$ cat src/rtl/rrf_pkg.sv
package rrf_pkg;
  localparam int unsigned DEF_DATA_W = 32;
  localparam int unsigned DEF_FIXED  = 32;
  localparam int unsigned DEF_ROT    = 32;

  typedef enum logic {
    SEC_FIXED = 1'b0,
    SEC_ROT   = 1'b1
  } section_e;
endpackage

$ cat src/rtl/rrf_base.sv
module rrf_base #(
  parameter int unsigned ROT_REGS = 32,
  parameter int unsigned ROT_W    = 5
) (
  input  logic             clk_i,
  input  logic             rst_ni,
  input  logic             rotate_i,
  output logic [ROT_W-1:0] base_o
);
  localparam logic [ROT_W-1:0] BASE_MAX = ROT_W'(ROT_REGS - 1);

  logic [ROT_W-1:0] base_q;

  always_ff @(posedge clk_i or negedge rst_ni) begin
    if (!rst_ni)       base_q <= '0;
    else if (rotate_i) base_q <= (base_q == '0) ? BASE_MAX : base_q - 1'b1;
  end

  assign base_o = base_q;

  a_r3_step_down: assert property (@(posedge clk_i) disable iff (!rst_ni)
    (rotate_i && base_q != '0) |=> (base_q == $past(base_q) - 1'b1));

  a_r3_hold: assert property (@(posedge clk_i) disable iff (!rst_ni)
    !rotate_i |=> $stable(base_q));

  a_r4_wrap: assert property (@(posedge clk_i) disable iff (!rst_ni)
    (rotate_i && base_q == '0) |=> (base_q == BASE_MAX));
endmodule

$ cat src/rtl/rrf_xlate.sv
module rrf_xlate
  import rrf_pkg::*;
#(
  parameter int unsigned FIXED_REGS = 32,
  parameter int unsigned ROT_REGS   = 32,
  parameter int unsigned IDX_W      = 6,
  parameter int unsigned ROT_W      = 5
) (
  input  logic [IDX_W-1:0] lidx_i,
  input  logic [ROT_W-1:0] base_i,
  output logic [IDX_W-1:0] pidx_o
);
  localparam logic [IDX_W-1:0] ROT_START = IDX_W'(FIXED_REGS);
  localparam logic [ROT_W:0]   ROT_SPAN  = (ROT_W+1)'(ROT_REGS);

  section_e         sec;
  logic [ROT_W-1:0] off;
  logic [ROT_W:0]   sum;
  logic [ROT_W:0]   wrapped;

  always_comb begin
    sec     = (lidx_i >= ROT_START) ? SEC_ROT : SEC_FIXED;
    off     = ROT_W'(lidx_i - ROT_START);
    sum     = {1'b0, off} + {1'b0, base_i};
    // the sum is below twice the span, so one subtraction is enough
    wrapped = (sum >= ROT_SPAN) ? sum - ROT_SPAN : sum;
    pidx_o  = (sec == SEC_ROT) ? ROT_START + IDX_W'(wrapped) : lidx_i;
  end

  always_comb begin
    if (sec == SEC_ROT) begin
      a_r2_stays_rotating: assert (pidx_o >= ROT_START);
    end
  end
endmodule

$ cat src/rtl/rrf_storage.sv
module rrf_storage #(
  parameter int unsigned DATA_W   = 32,
  parameter int unsigned NUM_REGS = 64,
  parameter int unsigned IDX_W    = 6
) (
  input  logic              clk_i,
  input  logic              rst_ni,
  input  logic              we_i,
  input  logic [IDX_W-1:0]  waddr_i,
  input  logic [DATA_W-1:0] wdata_i,
  input  logic [IDX_W-1:0]  raddr0_i,
  input  logic [IDX_W-1:0]  raddr1_i,
  output logic [DATA_W-1:0] rdata0_o,
  output logic [DATA_W-1:0] rdata1_o
);
  logic [DATA_W-1:0] regs [NUM_REGS];

  always_ff @(posedge clk_i or negedge rst_ni) begin
    if (!rst_ni) begin
      for (int i = 0; i < int'(NUM_REGS); i++) regs[i] <= '0;
    end else if (we_i) begin
      regs[waddr_i] <= wdata_i;
    end
  end

  // reads see the array before the edge, so a same-cycle write is not forwarded
  assign rdata0_o = regs[raddr0_i];
  assign rdata1_o = regs[raddr1_i];

  a_r5_write_lands: assert property (@(posedge clk_i) disable iff (!rst_ni)
    we_i |=> (regs[$past(waddr_i)] == $past(wdata_i)));
endmodule

$ cat src/rtl/rot_regfile.sv
module rot_regfile
  import rrf_pkg::*;
#(
  parameter  int unsigned DATA_W     = DEF_DATA_W,
  parameter  int unsigned FIXED_REGS = DEF_FIXED,
  parameter  int unsigned ROT_REGS   = DEF_ROT,
  localparam int unsigned NUM_REGS   = FIXED_REGS + ROT_REGS,
  localparam int unsigned IDX_W      = $clog2(NUM_REGS),
  localparam int unsigned ROT_W      = $clog2(ROT_REGS)
) (
  input  logic              clk_i,
  input  logic              rst_ni,
  input  logic              rotate_i,
  input  logic              wr_en_i,
  input  logic [IDX_W-1:0]  wr_lidx_i,
  input  logic [DATA_W-1:0] wr_data_i,
  input  logic [IDX_W-1:0]  rd0_lidx_i,
  output logic [DATA_W-1:0] rd0_data_o,
  input  logic [IDX_W-1:0]  rd1_lidx_i,
  output logic [DATA_W-1:0] rd1_data_o
);
  localparam int unsigned NUM_PORTS = 3;

  logic [ROT_W-1:0] base;
  logic [NUM_PORTS-1:0][IDX_W-1:0] lidx;
  logic [NUM_PORTS-1:0][IDX_W-1:0] pidx;

  assign lidx[0] = wr_lidx_i;
  assign lidx[1] = rd0_lidx_i;
  assign lidx[2] = rd1_lidx_i;

  rrf_base #(
    .ROT_REGS (ROT_REGS),
    .ROT_W    (ROT_W)
  ) u_base (
    .clk_i    (clk_i),
    .rst_ni   (rst_ni),
    .rotate_i (rotate_i),
    .base_o   (base)
  );

  for (genvar p = 0; p < NUM_PORTS; p++) begin : g_xlate
    rrf_xlate #(
      .FIXED_REGS (FIXED_REGS),
      .ROT_REGS   (ROT_REGS),
      .IDX_W      (IDX_W),
      .ROT_W      (ROT_W)
    ) u_xlate (
      .lidx_i (lidx[p]),
      .base_i (base),
      .pidx_o (pidx[p])
    );
  end

  rrf_storage #(
    .DATA_W   (DATA_W),
    .NUM_REGS (NUM_REGS),
    .IDX_W    (IDX_W)
  ) u_storage (
    .clk_i    (clk_i),
    .rst_ni   (rst_ni),
    .we_i     (wr_en_i),
    .waddr_i  (pidx[0]),
    .wdata_i  (wr_data_i),
    .raddr0_i (pidx[1]),
    .raddr1_i (pidx[2]),
    .rdata0_o (rd0_data_o),
    .rdata1_o (rd1_data_o)
  );
endmodule

$ cat config.mk
export PLATFORM = sky130hd
export DESIGN_NAME = rot_regfile
export DESIGN_NICKNAME = d
export VERILOG_FILES = /design/src/rtl/rrf_pkg.sv /design/src/rtl/rrf_base.sv /design/src/rtl/rrf_xlate.sv /design/src/rtl/rrf_storage.sv /design/src/rtl/rot_regfile.sv
export SDC_FILE = /design/constraint.sdc
export NUM_CORES = 2
export LEC_CHECK = 0
export BUFFER_PORTS_ARGS = -buffer_cell sky130_fd_sc_hd__buf_2
export CORE_UTILIZATION = 25
export DETAILED_ROUTE_END_ITERATION = 16
export PLACE_DENSITY_LB_ADDON = 0.12
export SLEW_MARGIN = 40
export SYNTH_ARGS = -nofsm -noshare
export SYNTH_HDL_FRONTEND = slang
export SYNTH_SLANG_ARGS = --single-unit
$ cat constraint.sdc
create_clock -name clk_i -period 5.7 [get_ports clk_i]
set_input_delay 1.14 -clock clk_i [delete_from_list [all_inputs] [get_ports clk_i]]
set_output_delay 1.14 -clock clk_i [all_outputs]
set_load 0.01 [all_outputs]
Yosys cells after proc, flatten, opt, wreduce, memory -nomap -nowiden --
Cells that the tools add are included.
Storage, ports and cells: register bits 2053, bits in read-only memories 0, bits in latches 0, memories kept 0, output and inout bits 64, RAM bits 0, input port bits 54, logic and storage cells 112
Cells by class: equality and inequality tests 0, multiply operators 0, magnitude comparators 10, reduce and logical (&&, ||, !) cells 2, div/mod/pow operators 0, muxes and demuxes 19, bitwise logic cells 3, add/sub/neg operators 13, shifts and indexed selects 0
Operators by type and width (count):
- 2048-bit bitwise mux | 1
- 32-bit binary-select mux with 6-bit select | 2
- 32-bit demux with 6-bit select | 1
- 32-bit two-way mux | 5
- 6-bit greater-or-equal comparator (second input constant) | 6
- 6-bit two-way mux | 6
- 7-bit greater-or-equal comparator (second input constant) | 3
- 6-bit inverter with 7-bit output | 3
- 5-bit by 1-bit subtractor with 5-bit output (second input constant) | 4
- 5-bit by 5-bit adder with 6-bit output | 3
- 6-bit adder (first input constant) | 3
- 6-bit subtractor (second input constant) | 3
- 7-bit by 1-bit < comparator with 1-bit output (second input constant) | 1
- 5-bit logical NOT | 1
- 5-bit two-way mux | 1
- 1-bit two-way mux | 3
- 1-bit logical AND | 1

Depth between registers and ports, before layout --
depth in word-level cells 12, gate-level depth with buffers 14, depth with buffers taken out 10

Hierarchy --
A second synthesis with hierarchy kept.
Unflattened totals: cells, all modules 6893, area total of the unflattened synthesis 109922.9 um^2
Modules (own cells, without submodules):
- rrf_storage | times used 1, area an instance 108893.2 um^2, sequential area each 51249.2 um^2, cells each 6779
- rrf_xlate | times used 3, area an instance 255.2 um^2, sequential area each 0.0 um^2, cells each 31
- rrf_base | times used 1, area an instance 264.0 um^2, sequential area each 125.1 um^2, cells each 21

Least setup slack after synthesis --
OpenSTA, ideal clock, no wires.
path type input port to output port, start input rd1_lidx_i[0], end output rd1_data_o[13], stages 10, path slack 886 ps, data required time 4560 ps, arrival 3674 ps, path through ha_1 fa_1 xnor2_1 a21o_1 clkbuf_1 buf_2 buf_1 clkbuf_1 a211oi_1 nor4_1
Between the ends: word-level cells in the longest chain between the ends 10, elaborated cells on any way between the ends 13
Ends and longest elaborated chain:
- from (decl) | line rot_regfile.sv:19 | input logic [IDX_W-1:0] rd1_lidx_i,
- 5-bit by 1-bit subtractor with 5-bit output | line rrf_xlate.sv:23 | off = ROT_W'(lidx_i - ROT_START);
- 5-bit by 5-bit adder with 6-bit output | line rrf_xlate.sv:24 | sum = {1'b0, off} + {1'b0, base_i};
- 6-bit subtractor or 6-bit greater-or-equal comparator (tied branches) | line rrf_xlate.sv:26 | wrapped = (sum >= ROT_SPAN) ? sum - ROT_SPAN : sum;
- 6-bit two-way mux | line rrf_xlate.sv:26
- 6-bit adder | line rrf_xlate.sv:27 | pidx_o = (sec == SEC_ROT) ? ROT_START + IDX_W'(wrapped) : lidx_i;
- 6-bit two-way mux * | line rrf_xlate.sv:27
- 6-bit inverter with 7-bit output (implied by the code) * | line rrf_storage.sv:28 | assign rdata1_o = regs[raddr1_i];
- 32-bit binary-select mux with 6-bit select * | line rrf_storage.sv:28
- 32-bit two-way mux (implied by the code) * (2 in a row) | line rrf_storage.sv:28
- to (decl) | line rot_regfile.sv:20 | output logic [DATA_W-1:0] rd1_data_o
Mark *: on every way between the ends. The rest lies on a longest branch, timed or not. The select of a mux whose other input is x is not followed.

Worst setup path in the final report --
start register u_base.base_q[0], in the netlist u_base.base_o[0], end output rd0_data_o[18]
Between the ends: word-level cells in the longest chain between the ends 9, elaborated cells on any way between the ends 10
Ends and longest elaborated chain:
- from (decl) | line rrf_base.sv:12 | logic [ROT_W-1:0] base_q;
- from (signal assigned) | line rrf_base.sv:16 | else if (rotate_i) base_q <= (base_q == '0) ? BASE_MAX : base_q - 1'b1;
- 5-bit by 5-bit adder with 6-bit output * | line rrf_xlate.sv:24
- 6-bit subtractor or 6-bit greater-or-equal comparator (tied branches) | line rrf_xlate.sv:26
- 6-bit two-way mux * | line rrf_xlate.sv:26
- 6-bit adder * | line rrf_xlate.sv:27
- 6-bit two-way mux * | line rrf_xlate.sv:27
- 6-bit inverter with 7-bit output (implied by the code) * | line rrf_storage.sv:27 | assign rdata0_o = regs[raddr0_i];
- 32-bit binary-select mux with 6-bit select * | line rrf_storage.sv:27
- 32-bit two-way mux (implied by the code) * (2 in a row) | line rrf_storage.sv:27
- to (decl) | line rot_regfile.sv:18 | output logic [DATA_W-1:0] rd0_data_o,
Marked as above.

==> metrics.md <==
| Metric | Value |
|---|---|
| Starting Density | `roughly a quarter` |
| Wirelength, routed | `~620 mm` |
| Slew Limit Fails | `0` |
| Slowest stage delay, CP | `between 0.6 and 0.7 ns` |
| Slew @ Worst Pin | `0.9207 ns` |
| Top delay family on crit path | `buffers and inverters` |
| Syn avg cell area | `11.30 um^2` |
| Non-Filler Instances | `~17,000` |
| Status | `finished, violations left` |
| Die ar. | `460,600 um^2` |
| Final HPWL DP | `between 300 and 400 mm` |
| Count of cell types in the netlist | `72` |
| PnR worst setup slack | `-0.3116 ns` |
| Antenna viol nets, final | `0` |
| Initial antenna violation count | `just under 60` |
| Clk sinks | `about 2,100` |
| DRT Pass-1 Iters | `6` |
| Normalized max-slew margin | `between 30% and 40%` |
| Yosys reg bits | `roughly 2,100` |
| CP arrival | `roughly 5 ns` |
| CP required | `4.56 ns` |
| Die width | `roughly 680 um` |
| FP Rows | `between 200 and 250` |
| R2R Setup Slk | `between 1 and 1.5 ns` |
| Worst-Skew Late Latency | `around 0.94 ns` |
| Switching share of power | `41.19%` |
| Remaining DRCs | `0` |
| Post-route cell area | `~150,000 um^2` |
| Most frequent cell after synthesis | `mux2_2` |
| Post-CTS Hold Buffers | `0` |
| Crit. End Element | `output port` |
| Critical path class | `reg2out` |
| Vias per Instance | `between 5 and 6` |
| Area share of fa/ha/maj cells after synthesis | `less than 1%` |
| Largest family of logic cells by synthesized area | `multiplexers` |
| Clock buffer depth | `4` |
| Fraction of power consumed by sequential logic | `28.8%` |
| Logic pwr share | `about half` |
| Worst r2r dst | `u_storage.regs[1878]` |
| Wire per inst | `about 36 um` |
| Compound-Gate Fraction of Synth Area | `between 10 and 15%` |
| Worst reg-to-reg path cell count | `11` |
| DR iter-0 viols | `10,020` |
| NetSw | `about 35 mW` |
| Final hold vios | `0` |
| Post-layout util | `between 30% and 40%` |
| Synth top cells by count | `mux2_2, dfrtp_1, a21oi_1` |
| Failing checks | `setup timing` |
| VDD IR max | `0.0002966 V` |
| Post-Syn Instances | `a little over 10,000` |
| Final Skew | `0.06282 ns` |
| Syn Nets | `10,200` |
| Layout cell share with drive strength beyond 1 | `between 40% and 50%` |
| CTS root buf | `clkbuf_16` |
| I/O pins | `approximately 120` |
| Placed inst area | `~130,000 um^2` |
| CTS Buf Count | `approximately 270` |
| Cell taking the most area after synthesis | `dfrtp_1` |
| Total core area | `roughly 460,000 um^2` |
| Post-synthesis xor/xnor area fraction | `less than 1%` |
| Layout Nets | `10,930` |
| Grt total ovfl | `0` |
| Max Freq | `about 0.17 GHz` |
| Max Cap Viol | `0` |
| CP Cell Sequence | `ha_2, fa_2, buf_4, mux2_8, buf_6, buf_16, buf_6, a211o_1, nand3_1, o31ai_1, o211ai_1, nand3_4, buf_12, buf_6` |
| Gpl congestion | `0.8628` |
| Reg2reg start | `u_base.base_o[0]` |
| Simple-Gate Fraction of Synth Area | `around 7.6%` |
| Multiplexer share of the synthesized area | `between 30% and 40%` |
| CP startpoint kind | `register` |
| Crit-path slowest cell | `o211ai_1` |
| Syn-to-layout area delta | `30.10%` |
| Hold Crit Class | `in2async` |
| First-pass GRT wire length | `between 800 and 900 mm` |
| Syn. warnings | `0` |
| Crit path max fanout | `36` |
| GRT Util Overall | `~26%` |
| Total number of vias | `~96,000` |
| Post-synth EDFFs | `0` |
| Crit path buf inv count | `6` |
| Vias in the first global route | `a little under 100k` |
| Int Pwr | `50.09 mW` |
| Leak | `about 65 nW` |
| Dpl cells | `around 16,000` |
| RSZ-0062 raised after global routing | `yes` |
| Largest cells by area after synthesis | `dfrtp_1, mux2_2, mux4_2` |
| H-tree levels | `5` |
| Power share of the clock group | `around a fifth` |
| Chip Height | `678.6 um` |
| Asr flop ratio synth | `100.0%` |
| Largest net degree at the start of global routing | `roughly 130` |
| Post-Syn Area | `114,500 um^2` |
| Period utilization | `105.5%` |
| Seq/Total Area, Yosys | `between 40% and 50%` |
| Dominant synthesized flop cell | `dfrtp_1` |
| Final min period | `6.012 ns` |
| # setup viols final | `57` |
| Reg clk slew, reported paths | `0.05 ns` |
| Top cell type's share of synthesized area | `around 45%` |
| PwrDens | `between 500 and 600 nW/um^2` |
| Crit path top cell by count | `buf_6` |
| CTS tree | `built` |
| Number of port buffers | `117` |
-- cell families (layout without fill, tap and decap cells) --
kind of cell | after synthesis | after routing
and+or+nand+nor | 2060 | 2061
AOI/OAI and AO/OA | 2321 | 2322
muxes | 2588 | 2588
adders and majority gates | 16 | 16
other | 0 | 25
DFF | 2053 | 2053
buffers and inverters | 1084 | 2003
xor gates and xnor gates | 11 | 11
-- worst register-to-register path: stages (launching register included) --
cell and delay (ns):
dfrtp_1 0.41, buf_4 0.15, buf_6 0.13, buf_4 0.17, ha_1 0.23, fa_1 0.42, xnor2_1 0.17, a21oi_1 0.59
nand2_1 0.45, nor2_4 0.64, buf_12 0.35, mux2_2 0.43
-- layout by cell type, fill, tap and decap left out, types with 27 or more instances in the layout --
cell type	instances
mux4_2	497
o21ai_1	75
a21oi_4	59
a221oi_2	40
nand2_1	803
buf_12	344
clkbuf_8	58
nand2_4	43
nand2_2	56
clkbuf_16	287
a221oi_1	36
buf_2	60
nor2_1	701
o21ai_0	222
a211oi_2	49
clkinv_2	36
nand3_1	94
o2bb2ai_1	148
o22ai_1	32
a21oi_2	144
a31oi_1	58
a32oi_1	96
mux2_2	2050
nor2_4	43
a211oi_1	107
a21oi_1	896
dfrtp_1	2053
nor3_1	52
buf_4	874
buf_6	143
and2_1	40
buf_8	33
a22oi_1	27
buf_16	59
nor4b_1	39
clkbuf_1	63
o211ai_1	37
-- flip-flops by register name, summed over array words and instances, names as in the netlist --
name and cells:
u_base.base_o 5, u_storage.regs 2048
-- through the flow --
step	setup WS, ns	total power, mW	hold slack [ns]	TNS, ns
after floorplan	0.8865	42.51	0.4878	0
after global placement	-1.745	60.55	0.4991	-28.30
after detailed placement	-1.294	60.98	0.5086	-24.67
after CTS	-0.4096	83.00	0.06951	-12.65
after global routing	-0.3736	88.61	0.09244	-12.44
final	-0.3116	85.17	0.1010	-7.266
-- layout make-up --
cell class,count,area [um^2]
antenna,25,62.56
clock buffer,396,7916
clock inverter,69,789.5
fill,45510,307200
inverter,7,26.28
multi-input combinational,6998,63270
sequential,2053,51370
tap,6000,7507
timing repair buffer,1531,17970
-- how the worst max path moves through the flow --
stage	slack (ns)	end	startpoint	depth (start not counted)
after floorplan	0.89	rd1_data_o[13]	rd1_lidx_i[0]	10
after global placement	-1.75	rd0_data_o[20]	rd0_lidx_i[0]	15
after detailed placement	-1.29	rd0_data_o[24]	rd0_lidx_i[0]	15
after CTS	-0.41	rd0_data_o[18]	u_base.base_o[0]	14
after global routing	-0.37	rd0_data_o[23]	u_base.base_o[0]	15
final	-0.31	rd0_data_o[18]	u_base.base_o[0]	14
-- metal layers --
| metal | vias to the layer above | GRT usage [%] | part of all wire, % |
|---|---|---|---|
| met5 | - | 0 | 0.0094 |
| met4 | 10 | 12.95 | 5.7 |
| met3 | 1093 | 4.900 | 7.2 |
| met2 | 4440 | 39.83 | 45 |
| met1 | 51640 | 34.68 | 43 |
| li1 | 39130 | - | - |
-- power by group through the flow --
stage               registers [mW]  clock network [mW]  logic, mW
CTS                           24.2                17.8       41.0
finish                        24.5                17.4       43.3
detailed placement            24.4                   0       36.6
floorplan                     22.7                   0       19.8
global route                  25.1                18.3       45.2
global placement              24.2                   0       36.3
-- timing repair --
item,CTS,global route
setup buffers,172,109
pin swaps,231,267
endpoints found under the setup margin,64,64
gates resized for setup,766,529
cloned,33,12
No activity file was read; power rests on OpenSTA's default activity.
